--- src/rtl/wdr_pkg.sv ---
package wdr_pkg;
  localparam int unsigned DATA_W   = 32;
  localparam int unsigned PAY_W    = 24;
  localparam logic [7:0]  KEY_BYTE = 8'h5A;
  localparam int unsigned OFF_CTRL = 'h1C;
  localparam int unsigned OFF_STAT = 'h20;
  localparam int unsigned OFF_CNT  = 'h24;
  localparam int unsigned CFG_LO   = 4;
  localparam int unsigned CFG_HI   = 5;
  localparam logic [1:0]  CFG_FULL = 2'b10;
endpackage

--- src/rtl/wdr_prescaler.sv ---
module wdr_prescaler #(
  parameter int unsigned DIV = 16
) (
  input  logic clk,
  input  logic rst_n,
  input  logic clr,
  input  logic en,
  output logic tick
);
  localparam int unsigned W = (DIV > 1) ? $clog2(DIV) : 1;
  localparam logic [W-1:0] LAST = W'(DIV - 1);

  logic [W-1:0] pre_q, pre_d;

  always_comb begin
    pre_d = pre_q;
    if (clr)
      pre_d = '0;
    else if (en)
      pre_d = (pre_q == LAST) ? '0 : pre_q + W'(1);
  end

  always_ff @(posedge clk or negedge rst_n) begin
    if (!rst_n) pre_q <= '0;
    else        pre_q <= pre_d;
  end

  assign tick = en && !clr && (pre_q == LAST);
endmodule

--- src/rtl/wdr_countdown.sv ---
module wdr_countdown #(
  parameter int unsigned CNT_W = 12
) (
  input  logic             clk,
  input  logic             rst_n,
  input  logic             load,
  input  logic [CNT_W-1:0] load_val,
  input  logic             tick,
  output logic [CNT_W-1:0] cnt,
  output logic             running,
  output logic             expire
);
  logic [CNT_W-1:0] cnt_q, cnt_d;
  logic             run_q, run_d;

  always_comb begin
    cnt_d = cnt_q;
    run_d = run_q;
    if (load) begin
      cnt_d = load_val;
      run_d = 1'b1;
    end else if (run_q && tick) begin
      if (cnt_q == '0) run_d = 1'b0;
      else             cnt_d = cnt_q - CNT_W'(1);
    end
  end

  always_ff @(posedge clk or negedge rst_n) begin
    if (!rst_n) begin
      cnt_q <= '0;
      run_q <= 1'b0;
    end else begin
      cnt_q <= cnt_d;
      run_q <= run_d;
    end
  end

  assign cnt     = cnt_q;
  assign running = run_q;
  assign expire  = run_q && tick && !load && (cnt_q == '0);
endmodule

--- src/rtl/wdr_pulse.sv ---
module wdr_pulse #(
  parameter int unsigned LEN = 8
) (
  input  logic clk,
  input  logic rst_n,
  input  logic fire,
  output logic active,
  output logic done
);
  localparam int unsigned W = (LEN > 1) ? $clog2(LEN) : 1;

  logic         act_q, act_d;
  logic [W-1:0] left_q, left_d;

  always_comb begin
    act_d  = act_q;
    left_d = left_q;
    if (act_q) begin
      if (left_q == '0) act_d = 1'b0;
      else              left_d = left_q - W'(1);
    end else if (fire) begin
      act_d  = 1'b1;
      left_d = W'(LEN - 1);
    end
  end

  always_ff @(posedge clk or negedge rst_n) begin
    if (!rst_n) begin
      act_q  <= 1'b0;
      left_q <= '0;
    end else begin
      act_q  <= act_d;
      left_q <= left_d;
    end
  end

  assign active = act_q;
  assign done   = act_q && (left_q == '0);
endmodule

--- src/rtl/wdr_ctrl.sv ---
module wdr_ctrl
  import wdr_pkg::*;
#(
  parameter int unsigned ADDR_W    = 8,
  parameter int unsigned CNT_W     = 12,
  parameter int unsigned PRESCALE  = 16,
  parameter int unsigned PULSE_LEN = 8,
  parameter int unsigned PART_W    = 6
) (
  input  logic              clk,
  input  logic              por_n,
  input  logic              sys_rst_n,
  input  logic [ADDR_W-1:0] addr,
  input  logic              wr_en,
  input  logic [31:0]       wdata,
  output logic [31:0]       rdata,
  output logic              wdt_rst,
  output logic [PART_W-1:0] boot_part,
  output logic              boot_halt
);
  logic sys_rst_c;
  assign sys_rst_c = por_n & sys_rst_n;

  logic wr_ok, sel_ctrl, sel_stat, sel_cnt;
  assign wr_ok    = wr_en && (wdata[DATA_W-1:PAY_W] == KEY_BYTE);
  assign sel_ctrl = (addr == ADDR_W'(OFF_CTRL));
  assign sel_stat = (addr == ADDR_W'(OFF_STAT));
  assign sel_cnt  = (addr == ADDR_W'(OFF_CNT));

  logic [PAY_W-1:0] rstc_q, rstc_d;
  logic [PAY_W-1:0] rsts_q, rsts_d;
  logic             load, tick, running, expire, fire, p_done;
  logic [CNT_W-1:0] cnt;

  assign load = wr_ok && sel_cnt;
  assign fire = expire && (rstc_q[CFG_HI:CFG_LO] == CFG_FULL);

  wdr_prescaler #(.DIV(PRESCALE)) u_pre (
    .clk(clk), .rst_n(sys_rst_c), .clr(load), .en(running), .tick(tick)
  );

  wdr_countdown #(.CNT_W(CNT_W)) u_cnt (
    .clk(clk), .rst_n(sys_rst_c), .load(load), .load_val(wdata[CNT_W-1:0]),
    .tick(tick), .cnt(cnt), .running(running), .expire(expire)
  );

  wdr_pulse #(.LEN(PULSE_LEN)) u_pulse (
    .clk(clk), .rst_n(sys_rst_c), .fire(fire), .active(wdt_rst), .done(p_done)
  );

  always_comb begin
    rstc_d = rstc_q;
    if (p_done)
      rstc_d[CFG_HI:CFG_LO] = '0;
    if (wr_ok && sel_ctrl)
      rstc_d = wdata[PAY_W-1:0];
  end

  always_ff @(posedge clk or negedge sys_rst_c) begin
    if (!sys_rst_c) rstc_q <= '0;
    else            rstc_q <= rstc_d;
  end

  always_comb begin
    rsts_d = rsts_q;
    if (wr_ok && sel_stat)
      rsts_d = wdata[PAY_W-1:0];
  end

  always_ff @(posedge clk or negedge por_n) begin
    if (!por_n) rsts_q <= '0;
    else        rsts_q <= rsts_d;
  end

  always_comb begin
    rdata = '0;
    if (sel_ctrl)     rdata[PAY_W-1:0] = rstc_q;
    else if (sel_stat) rdata[PAY_W-1:0] = rsts_q;
    else if (sel_cnt)  rdata[CNT_W-1:0] = cnt;
  end

  for (genvar i = 0; i < PART_W; i++) begin : g_part
    assign boot_part[i] = rsts_q[2*i];
  end
  assign boot_halt = &boot_part;
endmodule

--- config.mk ---
export PLATFORM = sky130hd
export DESIGN_NAME = wdr_ctrl
export DESIGN_NICKNAME = d
export VERILOG_FILES = /design/src/rtl/wdr_pkg.sv /design/src/rtl/wdr_prescaler.sv /design/src/rtl/wdr_countdown.sv /design/src/rtl/wdr_pulse.sv /design/src/rtl/wdr_ctrl.sv
export SDC_FILE = /design/constraint.sdc
export NUM_CORES = 1
export LEC_CHECK = 0
export CAP_MARGIN = 15
export CORE_ASPECT_RATIO = 1.25
export CORE_MARGIN = 2
export CORE_UTILIZATION = 60
export DETAILED_ROUTE_END_ITERATION = 7
export DONT_BUFFER_PORTS = 1
export GPL_ROUTABILITY_DRIVEN = 0
export GPL_TIMING_DRIVEN = 0
export PLACE_DENSITY = 0.76
export SYNTH_ARGS = -nofsm -noshare
export SYNTH_HDL_FRONTEND = slang
export SYNTH_SLANG_ARGS = --single-unit
--- constraint.sdc ---
create_clock -name clk -period 5.41 [get_ports clk]
set_clock_uncertainty 0.15 [all_clocks]
set_input_delay 0 -clock clk [delete_from_list [all_inputs] [get_ports clk]]
set_output_delay 0 -clock clk [all_outputs]
set_load 0.05 [all_outputs]
# [Word-level counts from Yosys, hierarchy flattened]
# Index checks and enable logic that the tools add are counted.
[word_totals] out_inout_bits=40 word_cells=64 in_bits=44 reg_bits=69
[op_classes] muxes=21 addsub=3 n_eq_ne=8 reduce_logical=23 bitwise=1
[op_table] operator="2-to-1 mux 12 bit" n=6
[op_table] operator="2-to-1 mux 24 bit" n=1
[op_table] operator="== test 8 x 6 -> 1 bit (second input constant)" n=2
[op_table] operator="zero test 12 bit" n=1
[op_table] operator="2-to-1 mux 4 bit" n=3
[op_table] operator="subtractor 12 x 1 -> 12 bit (second input constant)" n=1
[op_table] operator="logical AND 1 bit" n=11
[op_table] operator="nonzero test 2 bit" n=5
[op_table] operator="2-to-1 mux 3 bit" n=3
[op_table] operator="== test 8 x 5 -> 1 bit (second input constant)" n=1
[op_table] operator="== test 8 x 7 -> 1 bit (second input constant)" n=1
[op_table] operator="2-to-1 mux 1 bit" n=6
[op_table] operator="2-to-1 mux 6 bit" n=1
[op_table] operator="AND reduction 2 bit" n=3
[op_table] operator="AND reduction 6 bit" n=1
[op_table] operator="adder 4 x 1 -> 4 bit (second input constant)" n=1
[op_table] operator="== test 4 bit (second input constant)" n=1
[op_table] operator="zero test 3 bit" n=1
[op_table] operator="subtractor 3 x 1 -> 3 bit (second input constant)" n=1
[op_table] operator="== test 2 bit (second input constant)" n=1
[op_table] operator="2-to-1 mux 2 bit" n=1
[op_table] operator="!= test 2 x 1 -> 1 bit (second input constant)" n=1
[op_table] operator="!= test 2 bit (second input constant)" n=1
[op_table] operator="AND 1 bit" n=1
[op_table] operator="zero test 1 bit" n=1

# [Depth between registers and ports, before layout]
[depth] ltp_word=12 ltp_mapped=7 depth_no_buf=6

# [Modules after synthesis]
# Synthesis repeated with hierarchy kept, for this count alone.
[unflattened] hier_cells=322 hier_area_um2=3714.8
[modules_own_cells] mod="wdr_ctrl" seq_area_each_um2=1201.2 n_inst=1 cells_per_inst=189 area_per_inst_um2=2463.6
[modules_own_cells] mod="wdr_countdown" seq_area_each_um2=325.3 n_inst=1 cells_per_inst=91 area_per_inst_um2=830.8
[modules_own_cells] mod="wdr_pulse" seq_area_each_um2=100.1 n_inst=1 cells_per_inst=20 area_per_inst_um2=214.0
[modules_own_cells] mod="wdr_prescaler" seq_area_each_um2=100.1 n_inst=1 cells_per_inst=22 area_per_inst_um2=206.4

# [Worst setup path before layout]
# No wires, ideal clock.
[synth_path] path_type="flip-flop to flip-flop" start="register u_cnt.cnt_q[3], in the netlist u_cnt.cnt[3]" end="register u_cnt.cnt_q[5], in the netlist u_cnt.cnt[5]" synth_period_minus_slack_ps=2108 arrival_time_ps=1876 n_path_buf=1 path_stages_with_launch=6 setup_time_ps=82 path_slack_ps=3302 cell_sequence="dfrtp_1 > or4_4 > or2_0 > buf_2 > or4_1 > a31oi_1"
[synth_between] elab_chain_cells=4 word_cells_on_any_way=7 classes_between="1 x add/sub; 1 x eq/ne; 3 x mux; 2 x reduce/logical"
[synth_lines] element="from (decl)" line_no="wdr_countdown.sv:13" text="logic [CNT_W-1:0] cnt_q, cnt_d;"
[synth_lines] element="from (signal assigned)" line_no="wdr_countdown.sv:33" text="cnt_q <= cnt_d;"
[synth_lines] element="subtractor 12 x 1 -> 12 bit" line_no="wdr_countdown.sv:24" text="else cnt_d = cnt_q - CNT_W'(1);"
[synth_lines] element="2-to-1 mux 12 bit" line_no="wdr_countdown.sv:23" text="if (cnt_q == '0) run_d = 1'b0;"
[synth_lines] element="2-to-1 mux 12 bit" line_no="wdr_countdown.sv:22" text="end else if (run_q && tick) begin"
[synth_lines] element="2-to-1 mux 12 bit" line_no="wdr_countdown.sv:19" text="if (load) begin"
# Parallel ways exist; a longest one is shown, timed or not. The select of a mux whose other input is x is not followed.
# A chain may end at the register's enable or synchronous reset.

# [Final worst setup path]
[layout_path] start="register u_cnt.cnt_q[1], in the netlist u_cnt.cnt[1]" end="register u_cnt.cnt_q[3], in the netlist u_cnt.cnt[3]"
# Same word-level chain as after synthesis.

==> results.md <==
* Total CTS buffers at 9
* # clock sinks at 69
* Die Ht at 89.8 µm
* Skew-Pair Late Insertion Delay at 0.35 ns
* HPWL after detailed placement at about 5800 µm
* Routed Wire Length at 8520 µm
* Setup TNS at 0 ns
* Critical Path Start Type: register
* Chip width at 72.7 µm
* I/O pins at 84
* Slew @ Worst Pin at 0.884 ns
* CTS max path bufs at 2
* First-pass GRT wire length at 13800 µm
* Row count at 31
* Max-slew violations at 0
* Reg2reg start: u_cnt.cnt[1]
* Cell variety after synth at 48
* Predominant post-synthesis flop cell: dfrtp_1
* Status: finished, final reports clean
* Largest net degree at the start of global routing at 35
* Reg power frac at 47.3%
* Multi-input logic area at 1560 µm²
* FF/Latch Area at 1730 µm²
* YS warnings at 0
* N_diodes at 0
* Pwr dens at 269 nW/µm²
* Hold Path Class: input port to async pin
* H-tree level count at 3
* Worst setup EP type: register
* WL met2 at roughly 4500 µm
* Cell area after layout at 4240 µm²
* Share of cells above drive strength 1 at around 26%
* Pleak at approximately 2.0 nW
* Antenna violations before repair at 0
* Final ANT Viol Nets at 0
* Ys async rst share at 100%
* Vias in the first global route at 2767
* RSZ-0062 raised after global routing: no
* WL/cell at 19.6 µm
* R2r endpoint: u_cnt.cnt[3]
* Final worst-path cycle share at 44.3%
* Post-CTS resize count at 0
* Sw power at around 0.00027 W
* CP Max Fanout at 5
* Setup Fix Bufs, Post-CTS at 0
* Core area at ~5700 µm²
* CTS tree: built
* Worst R2R Setup Slack at 3.01 ns
* MaxCap Viol Count at 0
* Area after DPL at roughly 3700 µm²
* Cell count after synthesis at 313
* Worst-path clk slew at ~0.07 ns
* Post-synth EDFFs at 0
* Peak VDD IR at 0.346 mV
* Fill cell count at between 400 and 500
* Nets at 412
* Logic pwr share at 8.8%
* Initial DRT Pass Iterations at 5
* Worst Reg-to-Reg Cells at 6
* Max Used Layer: met4
* P_int at slightly below 0.0009 W
* Drt first-iter violations at 186
* Final Setup Violations at 0
* Post-route DRC at 0
* Initial Utilization at 61.6%
* Met1 wire length at 3440 µm
* Non-Filler Instances at 434
* Seq/Total Area, Yosys at 48.8%
* Cts hold-fix bufs at 32
* Clock power frac at 43.9%
* Syn Area/Cell at roughly 11 µm²
* Critical path origin: u_cnt.cnt[1]
* Slew HR at 40.8%
* Buffers on Ports at 0
* Critical path data arrival time at 2.48 ns
* Cell Area, Synth at between 3000 and 4000 µm²
* #FFs+latches synth at 69
* WP data required at around 5.5 ns
* Sw Ratio at 23.4%
* Root Buffer: clkbuf_8
* Crit path time final at 2.40 ns
* Placed cells at roughly 390
* Max Freq at 417 MHz
* Setup crit end: u_cnt.cnt[3]
* Routed met3 length at 452 µm
* GRT Overall Usage at 27.7%
* Grt ovf at 0
* Die area at around 6500 µm²
* DR vias/cell at 6.32
* Routed vias at 2742
* CP Class: register to register
* Hold Fails Final Rpt at 0
* Syn-to-layout area delta at 20.0%
-- cell usage after synthesis (all sizes together), types with 2 or more instances --
cell,instances,share of area (%)
a222oi,12,3.4
clkbuf,12,1.3
o31ai,2,0.42
a21boi,2,0.42
buf,22,4.2
ha,4,1.4
nand2,6,0.64
mux2,49,16
and2,3,0.53
nor3,11,1.6
mux2i,2,0.57
nand3b,2,0.42
nor3b,3,0.64
a31oi,8,1.4
nor2,8,0.85
nor4b,2,0.50
xnor2,3,0.74
or4,4,0.96
inv,21,2.2
dfrtp,69,49
nand3,9,1.3
o21ai,13,1.8
and3,3,0.53
nor4,5,1.1
or3,3,0.53
a21oi,3,0.42
a22o,12,3.0
o41ai,3,0.74
nand4,3,0.71
-- layer usage --
layer	global-route usage, %	vias up
li1	-	1254
met1	35.0	1371
met2	46.4	102
met3	6.84	15
met4	8.64	0
met5	0	-
-- logic make-up after synthesis --
logic type	Yosys count	share of synthesized area [%]
flops	69	48.8
xor+xnor	4	0.991
simple gates	67	11.3
fa+ha+maj	4	1.41
mux	51	16.2
buf+inv	55	7.75
compound gates	62	13.4
other cells	1	0.106
-- final cells by class --
class / count / share of cell area (%)
clock inverter: 6 / 2.65
tap: 66 / 1.95
multi-input combinational: 196 / 36.9
timing repair buffer: 33 / 8.49
buffer: 34 / 4.60
inverter: 21 / 1.86
clock buffer: 9 / 2.92
sequential: 69 / 40.7
-- stage by stage --
step	worst slack [ns]	hold WS [ns]	power, W	util (%)
2_1_floorplan	3.30	-0.446	0.000606	-
3_3_place_gp	3.09	-0.445	0.000616	63.5
3_5_place_dp	3.06	-0.445	0.000621	63.9
4_1_cts	3.04	0.000312	0.00114	73.9
5_1_grt	2.81	0.0205	0.00118	73.9
6_report	3.01	0.00115	0.00114	73.9
-- power by group through the flow --
| stage | clock (W) | combinational (W) | sequential (W) |
|---|---|---|---|
| final | 0.000501 | 0.000100 | 0.000540 |
| after detailed placement | 0 | 0.0000716 | 0.000549 |
| after floorplan | 0 | 0.0000602 | 0.000545 |
| after CTS | 0.000505 | 0.0000998 | 0.000539 |
| after global placement | 0 | 0.0000670 | 0.000549 |
| after global routing | 0.000527 | 0.000109 | 0.000541 |
-- worst max-delay path, stage by stage (launching register included) --
cell	delay (ns)
dfrtp_1	0.43
inv_1	0.09
ha_1	0.18
or3b_2	0.53
nor3_1	0.46
o21ai_0	0.15
mux2_2	0.29
-- sequential cells by signal (all words and copies together), names as in the netlist --
register,count
u_cnt.cnt,12
rstc_q,24
u_pre.pre_q,4
u_pulse.left_q,3
rsts_q,24
u_pulse.active,1
u_cnt.running,1
-- placed cells by master, fill, tap and decap left out, types with 2 or more instances in the layout --
cell and n:
nand4_1 2, a22o_1 12, o21ai_0 13, bufinv_16 3
nand3_1 9, clkbuf_8 9, nand3b_1 2, clkbuf_1 12
nor3_1 11, o31ai_1 2, and2_1 2, a21oi_1 3
and3_1 3, nand2_1 6, ha_1 4, nor2_1 8
o41ai_1 3, nor4_1 4, a31oi_1 8, a222oi_1 12
inv_1 21, nor3b_1 3, mux2i_1 2, dfrtp_1 69
mux2_2 49, buf_2 6, conb_1 8, xnor2_1 3
dlygate4sd3_1 30, clkinv_4 2, or3_1 3, nor4b_1 2
buf_12 3, buf_4 16, or4_1 3
-- worst min path at each step --
stage / endpoint / cells past startpoint
finish: rsts_q[2] / 3
global route: rsts_q[16] / 3
CTS: rsts_q[2] / 3
detailed placement: rsts_q[2] / 0
global placement: rsts_q[2] / 0
floorplan: rsts_q[0] / 0
(Power assumes the default switching activity.)
